`src/rtl/dtc_pkg.sv`:
```
`timescale 1ns/1ps
package dtc_pkg;
  localparam int DTC_CNT_W  = 16;
  localparam int DTC_NUM_GR = 4;
  localparam int DTC_DIV_W  = 3;
  localparam int DTC_CTRL_W = 8;
  localparam int DTC_ADDR_W = 5;
endpackage

```
`src/rtl/dtc_prescale.sv`:
```
`timescale 1ns/1ps
module dtc_prescale #(
  parameter int DIV_W = 3
) (
  input  logic           clk_i,
  input  logic           rst_ni,
  input  logic           ext_clk_i,
  output logic [DIV_W:0] tick_o,
  output logic           ext_rise_o,
  output logic           ext_fall_o
);
  logic [DIV_W-1:0] div_q;
  logic [2:0]       es_q;

  always_ff @(posedge clk_i or negedge rst_ni) begin
    if (!rst_ni) begin
      div_q <= '0;
      es_q  <= '0;
    end else begin
      div_q <= div_q + 1'b1;
      es_q  <= {es_q[1:0], ext_clk_i};
    end
  end

  assign tick_o[0] = 1'b1;
  for (genvar k = 1; k <= DIV_W; k++) begin : g_tick
    assign tick_o[k] = &div_q[k-1:0];
  end

  // es_q[1] is the synchronized level, es_q[2] its previous value
  assign ext_rise_o = es_q[1] & ~es_q[2];
  assign ext_fall_o = ~es_q[1] & es_q[2];
endmodule

```
`src/rtl/dtc_channel.sv`:
```
`timescale 1ns/1ps
module dtc_channel #(
  parameter int CNT_W  = 16,
  parameter int NUM_GR = 4,
  parameter int NTICK  = 4
) (
  input  logic                         clk_i,
  input  logic                         rst_ni,
  input  logic [7:0]                   ctrl_i,
  input  logic [NUM_GR-1:0]            mode_i,
  input  logic [NTICK-1:0]             tick_i,
  input  logic                         ext_rise_i,
  input  logic                         ext_fall_i,
  input  logic                         sync_en_i,
  input  logic                         peer_clr_i,
  output logic                         own_clr_o,
  input  logic                         cnt_wr_i,
  input  logic [NUM_GR-1:0]            gr_wr_i,
  input  logic [CNT_W-1:0]             wdata_i,
  input  logic [NUM_GR-1:0]            cap_i,
  output logic [CNT_W-1:0]             cnt_o,
  output logic [NUM_GR-1:0][CNT_W-1:0] gr_o,
  output logic [NUM_GR-1:0]            match_o,
  output logic [NUM_GR-1:0]            cap_evt_o
);
  logic [CNT_W-1:0]             cnt_q;
  logic [NUM_GR-1:0][CNT_W-1:0] gr_q;
  logic [NUM_GR-1:0]            c1_q, c2_q, c3_q;
  logic [NUM_GR-1:0]            evt;
  logic                         inc, clr, src_ok, link_sel;
  logic [1:0]                   src_idx;

  always_ff @(posedge clk_i or negedge rst_ni) begin
    if (!rst_ni) begin
      c1_q <= '0;
      c2_q <= '0;
      c3_q <= '0;
    end else begin
      c1_q <= cap_i;
      c2_q <= c1_q;
      c3_q <= c2_q;
    end
  end

  assign cap_evt_o = c2_q & ~c3_q;

  for (genvar g = 0; g < NUM_GR; g++) begin : g_gr
    assign match_o[g] = !mode_i[g] && (cnt_q == gr_q[g]);
    assign evt[g]     = mode_i[g] ? cap_evt_o[g] : match_o[g];

    always_ff @(posedge clk_i or negedge rst_ni) begin
      if (!rst_ni)                       gr_q[g] <= '1;
      else if (gr_wr_i[g])               gr_q[g] <= wdata_i;
      else if (mode_i[g] && cap_evt_o[g]) gr_q[g] <= cnt_q;
    end
  end

  always_comb begin
    if (ctrl_i[2])      inc = ctrl_i[4] ? (ext_rise_i | ext_fall_i)
                                        : (ctrl_i[3] ? ext_fall_i : ext_rise_i);
    else                inc = tick_i[ctrl_i[1:0]];
  end

  // codes 001/010/101/110 map to A/B/C/D through bits 7:6
  assign src_ok    = ctrl_i[6] ^ ctrl_i[5];
  assign link_sel  = ctrl_i[6] & ctrl_i[5];
  assign src_idx   = {ctrl_i[7], ctrl_i[6]};
  assign own_clr_o = src_ok & evt[src_idx];
  assign clr       = own_clr_o | (sync_en_i & link_sel & peer_clr_i);

  always_ff @(posedge clk_i or negedge rst_ni) begin
    if (!rst_ni)       cnt_q <= '0;
    else if (cnt_wr_i) cnt_q <= wdata_i;
    else if (clr)      cnt_q <= '0;
    else if (inc)      cnt_q <= cnt_q + 1'b1;
  end

  assign cnt_o = cnt_q;
  assign gr_o  = gr_q;
endmodule

```
`src/rtl/dual_timer_counter.sv`:
```
`timescale 1ns/1ps
module dual_timer_counter
  import dtc_pkg::*;
#(
  parameter int CNT_W  = DTC_CNT_W,
  parameter int NUM_GR = DTC_NUM_GR,
  parameter int DIV_W  = DTC_DIV_W
) (
  input  logic                     clk_i,
  input  logic                     rst_ni,
  input  logic                     wr_en_i,
  input  logic [DTC_ADDR_W-1:0]    addr_i,
  input  logic [CNT_W-1:0]         wdata_i,
  output logic [CNT_W-1:0]         rdata_o,
  input  logic                     ext_clk_i,
  input  logic [2*NUM_GR-1:0]      cap_i,
  output logic [2*NUM_GR-1:0]      match_o
);
  localparam int NUM_CH = 2;
  localparam int NTICK  = DIV_W + 1;

  logic [NUM_CH-1:0][DTC_CTRL_W-1:0]        ctrl_q;
  logic [NUM_CH-1:0][NUM_GR-1:0]            mode_q;
  logic                                     sync_q;
  logic [NUM_CH-1:0][CNT_W-1:0]             cnt_w;
  logic [NUM_CH-1:0][NUM_GR-1:0][CNT_W-1:0] gr_w;
  logic [NUM_CH-1:0][NUM_GR-1:0]            cap_evt_w;
  logic [NUM_CH-1:0][NUM_GR-1:0]            gr_wr;
  logic [NUM_CH-1:0]                        cnt_wr;
  logic [NUM_CH-1:0]                        own_clr;
  logic [NTICK-1:0]                         tick;
  logic                                     ext_rise, ext_fall;
  logic                                     in_ch, ch_sel;
  logic [2:0]                               off;

  assign in_ch  = !addr_i[4];
  assign ch_sel = addr_i[3];
  assign off    = addr_i[2:0];

  dtc_prescale #(.DIV_W(DIV_W)) u_pre (
    .clk_i      (clk_i),
    .rst_ni     (rst_ni),
    .ext_clk_i  (ext_clk_i),
    .tick_o     (tick),
    .ext_rise_o (ext_rise),
    .ext_fall_o (ext_fall)
  );

  always_ff @(posedge clk_i or negedge rst_ni) begin
    if (!rst_ni)                                  sync_q <= 1'b0;
    else if (wr_en_i && addr_i == 5'd16)          sync_q <= wdata_i[0];
  end

  for (genvar c = 0; c < NUM_CH; c++) begin : g_ch
    logic sel;
    assign sel       = wr_en_i && in_ch && (ch_sel == c[0]);
    assign cnt_wr[c] = sel && (off == 3'd2);

    for (genvar g = 0; g < NUM_GR; g++) begin : g_wr
      assign gr_wr[c][g] = sel && (off == 3'(4 + g));
    end

    always_ff @(posedge clk_i or negedge rst_ni) begin
      if (!rst_ni) begin
        ctrl_q[c] <= '0;
        mode_q[c] <= '0;
      end else begin
        if (sel && off == 3'd0) ctrl_q[c] <= wdata_i[DTC_CTRL_W-1:0];
        if (sel && off == 3'd1) mode_q[c] <= wdata_i[NUM_GR-1:0];
      end
    end

    dtc_channel #(.CNT_W(CNT_W), .NUM_GR(NUM_GR), .NTICK(NTICK)) u_ch (
      .clk_i      (clk_i),
      .rst_ni     (rst_ni),
      .ctrl_i     (ctrl_q[c]),
      .mode_i     (mode_q[c]),
      .tick_i     (tick),
      .ext_rise_i (ext_rise),
      .ext_fall_i (ext_fall),
      .sync_en_i  (sync_q),
      .peer_clr_i (own_clr[NUM_CH-1-c]),
      .own_clr_o  (own_clr[c]),
      .cnt_wr_i   (cnt_wr[c]),
      .gr_wr_i    (gr_wr[c]),
      .wdata_i    (wdata_i),
      .cap_i      (cap_i[c*NUM_GR +: NUM_GR]),
      .cnt_o      (cnt_w[c]),
      .gr_o       (gr_w[c]),
      .match_o    (match_o[c*NUM_GR +: NUM_GR]),
      .cap_evt_o  (cap_evt_w[c])
    );
  end

  always_comb begin
    rdata_o = '0;
    if (in_ch) begin
      case (off)
        3'd0:    rdata_o = CNT_W'(ctrl_q[ch_sel]);
        3'd1:    rdata_o = CNT_W'(mode_q[ch_sel]);
        3'd2:    rdata_o = cnt_w[ch_sel];
        3'd4, 3'd5, 3'd6, 3'd7:
                 rdata_o = gr_w[ch_sel][off[1:0]];
        default: rdata_o = '0;
      endcase
    end else if (addr_i[3:0] == 4'd0) begin
      rdata_o = CNT_W'(sync_q);
    end
  end
endmodule

```
`config.mk`:
```
export PLATFORM = sky130hd
export DESIGN_NAME = dual_timer_counter
export DESIGN_NICKNAME = d
export VERILOG_FILES = /design/src/rtl/dtc_pkg.sv /design/src/rtl/dtc_prescale.sv /design/src/rtl/dtc_channel.sv /design/src/rtl/dual_timer_counter.sv
export SDC_FILE = /design/constraint.sdc
export NUM_CORES = 1
export LEC_CHECK = 0
export BUFFER_PORTS_ARGS = -buffer_cell sky130_fd_sc_hd__clkbuf_2
export CAP_MARGIN = 10
export CORE_MARGIN = 3
export CORE_UTILIZATION = 56
export DETAILED_ROUTE_END_ITERATION = 16
export PLACE_DENSITY = 0.79
export SLEW_MARGIN = 5
export SYNTH_ARGS = -nofsm -noshare
export SYNTH_HDL_FRONTEND = slang
export SYNTH_HIERARCHICAL = 1
export SYNTH_SLANG_ARGS = --single-unit
```
`constraint.sdc`:
```
create_clock -name clk_i -period 2.48 [get_ports clk_i]
set_input_delay 0.248 -clock clk_i [delete_from_list [all_inputs] [get_ports clk_i]]
set_output_delay 0.248 -clock clk_i [all_outputs]
set_load 0.02 [all_outputs]
```
==> out/qor.yml <==
timing:
  setup_viol: 38
  final_critical_path_setup_slack_ps: -180
  worst_hold_slack_ps: 107
  setup_tns_ps: -3370
  max_freq_ghz: 0.376
  worst_case_clock_skew_ps: 23.1
  timing.final.hold_violations: 0
  grt_setup_unrepaired: "yes"
  layout_min_cycle_time_ps: 2660
  finalMaxSlewViolations: 0
  max_transition_margin: 0.551
  fin_crit_sh: 1.07
  worstMarginPinSlew_ps: 673
floorplanning:
  dieWidth_um: 163
  initial_utilization: 0.579
  floorplan.die_area_sq_um: 26600
  coreArea_sq_um: 23800
  boundary_pins: 57
  std_cell_rows: 56
  floorplan.die.height_um: 163
final_layout:
  syn2layout_area_growth_pct: 21.6
  postLayoutCellArea_sq_um: 16800
  final_layout_size_suffix_gt1_frac: 0.390
  final_cells: 1845
  nets: 1546
  num_antenna_cells: 0
synth:
  dominantRegCellSynth: "sky130_fd_sc_hd__dfstp_2"
  synth_area_per_cell_sq_um: 10.1
  synth-warning-count: 6
  synthesized_netlist_cell_count: 1361
  synth_seq_cells: 215
  ys_types: 72
  synth-edff-count: 0
  synthDominantCellAreaShare: 0.244
  synth.net_count: 1400
  yosys-top-cells-area: "sky130_fd_sc_hd__dfstp_2, sky130_fd_sc_hd__dfrtp_1, sky130_fd_sc_hd__mux2i_1"
  synthArstFlopShare: 1.00
  synth.yosys.seq_area_share: 0.401
  netlist_area_sq_um: 13800
  post-synth-top-area-cell: "sky130_fd_sc_hd__dfstp_2"
run_status:
  failing_checks: "negative setup slack"
  outcome: "finished with violations"
power:
  max-vdd-ir-drop_uv: 730
  power_per_cell_area_nw_per_um2: 969
  cellLeakagePower_nw: 6.95
worst_setup_path:
  worst-r2r-setup-slack_ps: -180
  worst-setup-path-type: "reg2reg"
  cp.required_ps: 2920
  arrival_time_worst_endpoint_ps: 3100
  critical_path_peak_fanout: 15
  critPathCaptureType: "flop"
  setup.worst_path.start_class: "flop"
clock_tree:
  h-tree-depth: 1
  cts_sink_cnt: 215
  clk_pin_slew_worst_paths_ps: 60
  clk_root_buffer_cell: "sky130_fd_sc_hd__clkbuf_16"
  ctsLongestPathBuffers: 3
  cts-buffers-inserted: 25
  tritoncts_clock_tree: "built"
  clkLatencyLatePin_ps: 540
global_routing:
  global_route.usage.total: 0.343
  grt_first_pass_wirelength_mm: 70.3
  maximum_number_of_pins_on_one_net_before_global_route_repair: 85
  antenna_found_initial: 0
  first_global_vias: 12064
  grt.overflow.total: 0
place:
  placement.io_buffers: 56
  dp.cells: 1772
  detailed_place_hpwl_mm: 31.9
  gp_congestion: 1.04
  detailed_place.area_sq_um: 15200
route:
  remaining_drc_errors: 0
  count_of_vias_placed_by_the_detailed_router: 12340
  ant_nets: 0
  via_density_per_instance: 6.69
  initial_detailed_routing_violation_count: 1626
  drt_wl_total_mm: 47.0
  routed_wire_length_per_instance_um: 25.5
  drt_pass_1_iters: 5
worst_hold_path:
  worst_hold_path_type: "in2reg"
flow_run:
  drv_cap: 0
-- cell usage after synthesis (all sizes together) (4+ instances only) --
master / count
nand2: 193
mux2i: 149
o21ai: 134
dfstp: 128
dfrtp: 87
xor2: 72
buf: 65
xnor2: 57
clkbuf: 51
a21oi: 42
nor2: 42
mux4: 34
nand3: 33
nor3: 31
mux2: 30
a22oi: 19
a211oi: 18
nand4: 15
nor4: 14
a2bb2oi: 13
nor2b: 13
a32oi: 12
inv: 12
and3: 8
nand2b: 8
and2: 6
ha: 6
o211ai: 6
o22ai: 6
o311ai: 5
or3: 5
a22o: 4
a31o: 4
a32o: 4
o21a: 4
-- worst max-delay path: stages (launching register included) --
cell                        delay (ps)
sky130_fd_sc_hd__dfrtp_1           390
sky130_fd_sc_hd__buf_4             210
sky130_fd_sc_hd__xnor2_1           380
sky130_fd_sc_hd__nand2b_1          190
sky130_fd_sc_hd__o31ai_2           350
sky130_fd_sc_hd__a22oi_2           140
sky130_fd_sc_hd__inv_2             100
sky130_fd_sc_hd__a31oi_4            90
sky130_fd_sc_hd__and2_4            220
sky130_fd_sc_hd__buf_12            140
sky130_fd_sc_hd__a22oi_2           180
sky130_fd_sc_hd__a2bb2oi_2         170
-- flip-flops by register name (all words and copies together), names as in the netlist --
| name | flops |
|---|---|
| g_ch.u_ch/c3_q | 8 |
| g_ch.u_ch/c1_q | 8 |
| g_ch.u_ch/cnt_o | 32 |
| g_ch.u_ch/gr_o | 128 |
| u_pre/es_q | 3 |
| mode_q | 8 |
| sync_q | 1 |
| u_pre/div_q | 3 |
| g_ch.u_ch/c2_q | 8 |
| ctrl_q | 16 |
-- cell families (layout without fill, tap and decap cells) --
group / count (synthesis) / in the layout / synth area share
and+or+nand+nor: 380 / 380 / 0.128
AOI/OAI and AO/OA: 289 / 289 / 0.144
DFF: 215 / 215 / 0.401
muxes: 213 / 213 / 0.190
xor gates and xnor gates: 129 / 129 / 0.0818
buffers and inverters: 128 / 293 / 0.0502
adders and majority gates: 6 / 6 / 0.00544
other: 1 / 1 / 0.000272
-- per-stage QoR --
step           worst slack [ps]  total power, mW  utilization
6_report                   -180             16.3        0.705
5_1_grt                    -394             16.8        0.705
4_1_cts                   -56.0             15.5        0.690
3_5_place_dp               -154             11.2        0.637
3_3_place_gp               -156             11.0        0.637
2_1_floorplan              -205             9.09            -
-- what timing repair did --
action | 4_1_cts | 5_1_grt
buffers inserted | 7 | 10
gates resized for setup | 50 | 71
cloned | 1 | 1
hold endpoints to repair | 102 | 0
hold buffers | 10 | 0
pin swaps | 27 | 18
setup endpoints to repair | 40 | 44
-- path summary, 6_finish.rpt --
path | startpoint | to | cells past startpoint
min in group asynchronous | rst_ni | g_ch[0].u_ch/c1_q[3] | 2
worst min-delay path | wr_en_i | sync_q | 3
max in group asynchronous | rst_ni | g_ch[0].u_ch/cnt_o[12] | 3
worst min register to register | g_ch[0].u_ch/c1_q[2] | g_ch[0].u_ch/c2_q[2] | 0
worst max register to register | g_ch[1].u_ch/cnt_o[11] | g_ch[0].u_ch/cnt_o[12] | 11
worst max-delay path | g_ch[1].u_ch/cnt_o[11] | g_ch[0].u_ch/cnt_o[12] | 11
-- cell type report --
type | instances | area [sq um]
fill | 1661 | 7030
tap | 319 | 399
clock inverter | 13 | 155
timing repair buffer | 235 | 1900
inverter | 12 | 45.0
multi-input combinational | 1018 | 8040
clock buffer | 33 | 706
sequential | 215 | 5550
-- metal layers --
metal | up-vias | share of wire | global-route usage | wire, um
li1 | 5174 | - | - | -
met1 | 5922 | 0.37 | 0.459 | 17300
met2 | 987 | 0.45 | 0.528 | 21000
met3 | 257 | 0.12 | 0.0918 | 5850
met4 | 0 | 0.062 | 0.145 | 2930
met5 | - | 0 | 0 | 0
-- where the power goes --
part	switching, mW	internal [mW]
combinational	3.51	2.99
clock	1.55	2.32
sequential	1.10	4.80
-- cells in the final DEF (no fill, tap or decap), types with 32 or more instances in the layout --
cell,n
sky130_fd_sc_hd__buf_4,155
sky130_fd_sc_hd__clkbuf_2,43
sky130_fd_sc_hd__dfrtp_1,76
sky130_fd_sc_hd__dfstp_2,128
sky130_fd_sc_hd__mux2i_1,148
sky130_fd_sc_hd__mux4_2,32
sky130_fd_sc_hd__nand2_1,192
sky130_fd_sc_hd__nand3_1,33
sky130_fd_sc_hd__o21ai_0,102
sky130_fd_sc_hd__o21ai_1,32
sky130_fd_sc_hd__xnor2_1,50
sky130_fd_sc_hd__xor2_1,68
(Power assumes the default switching activity.)
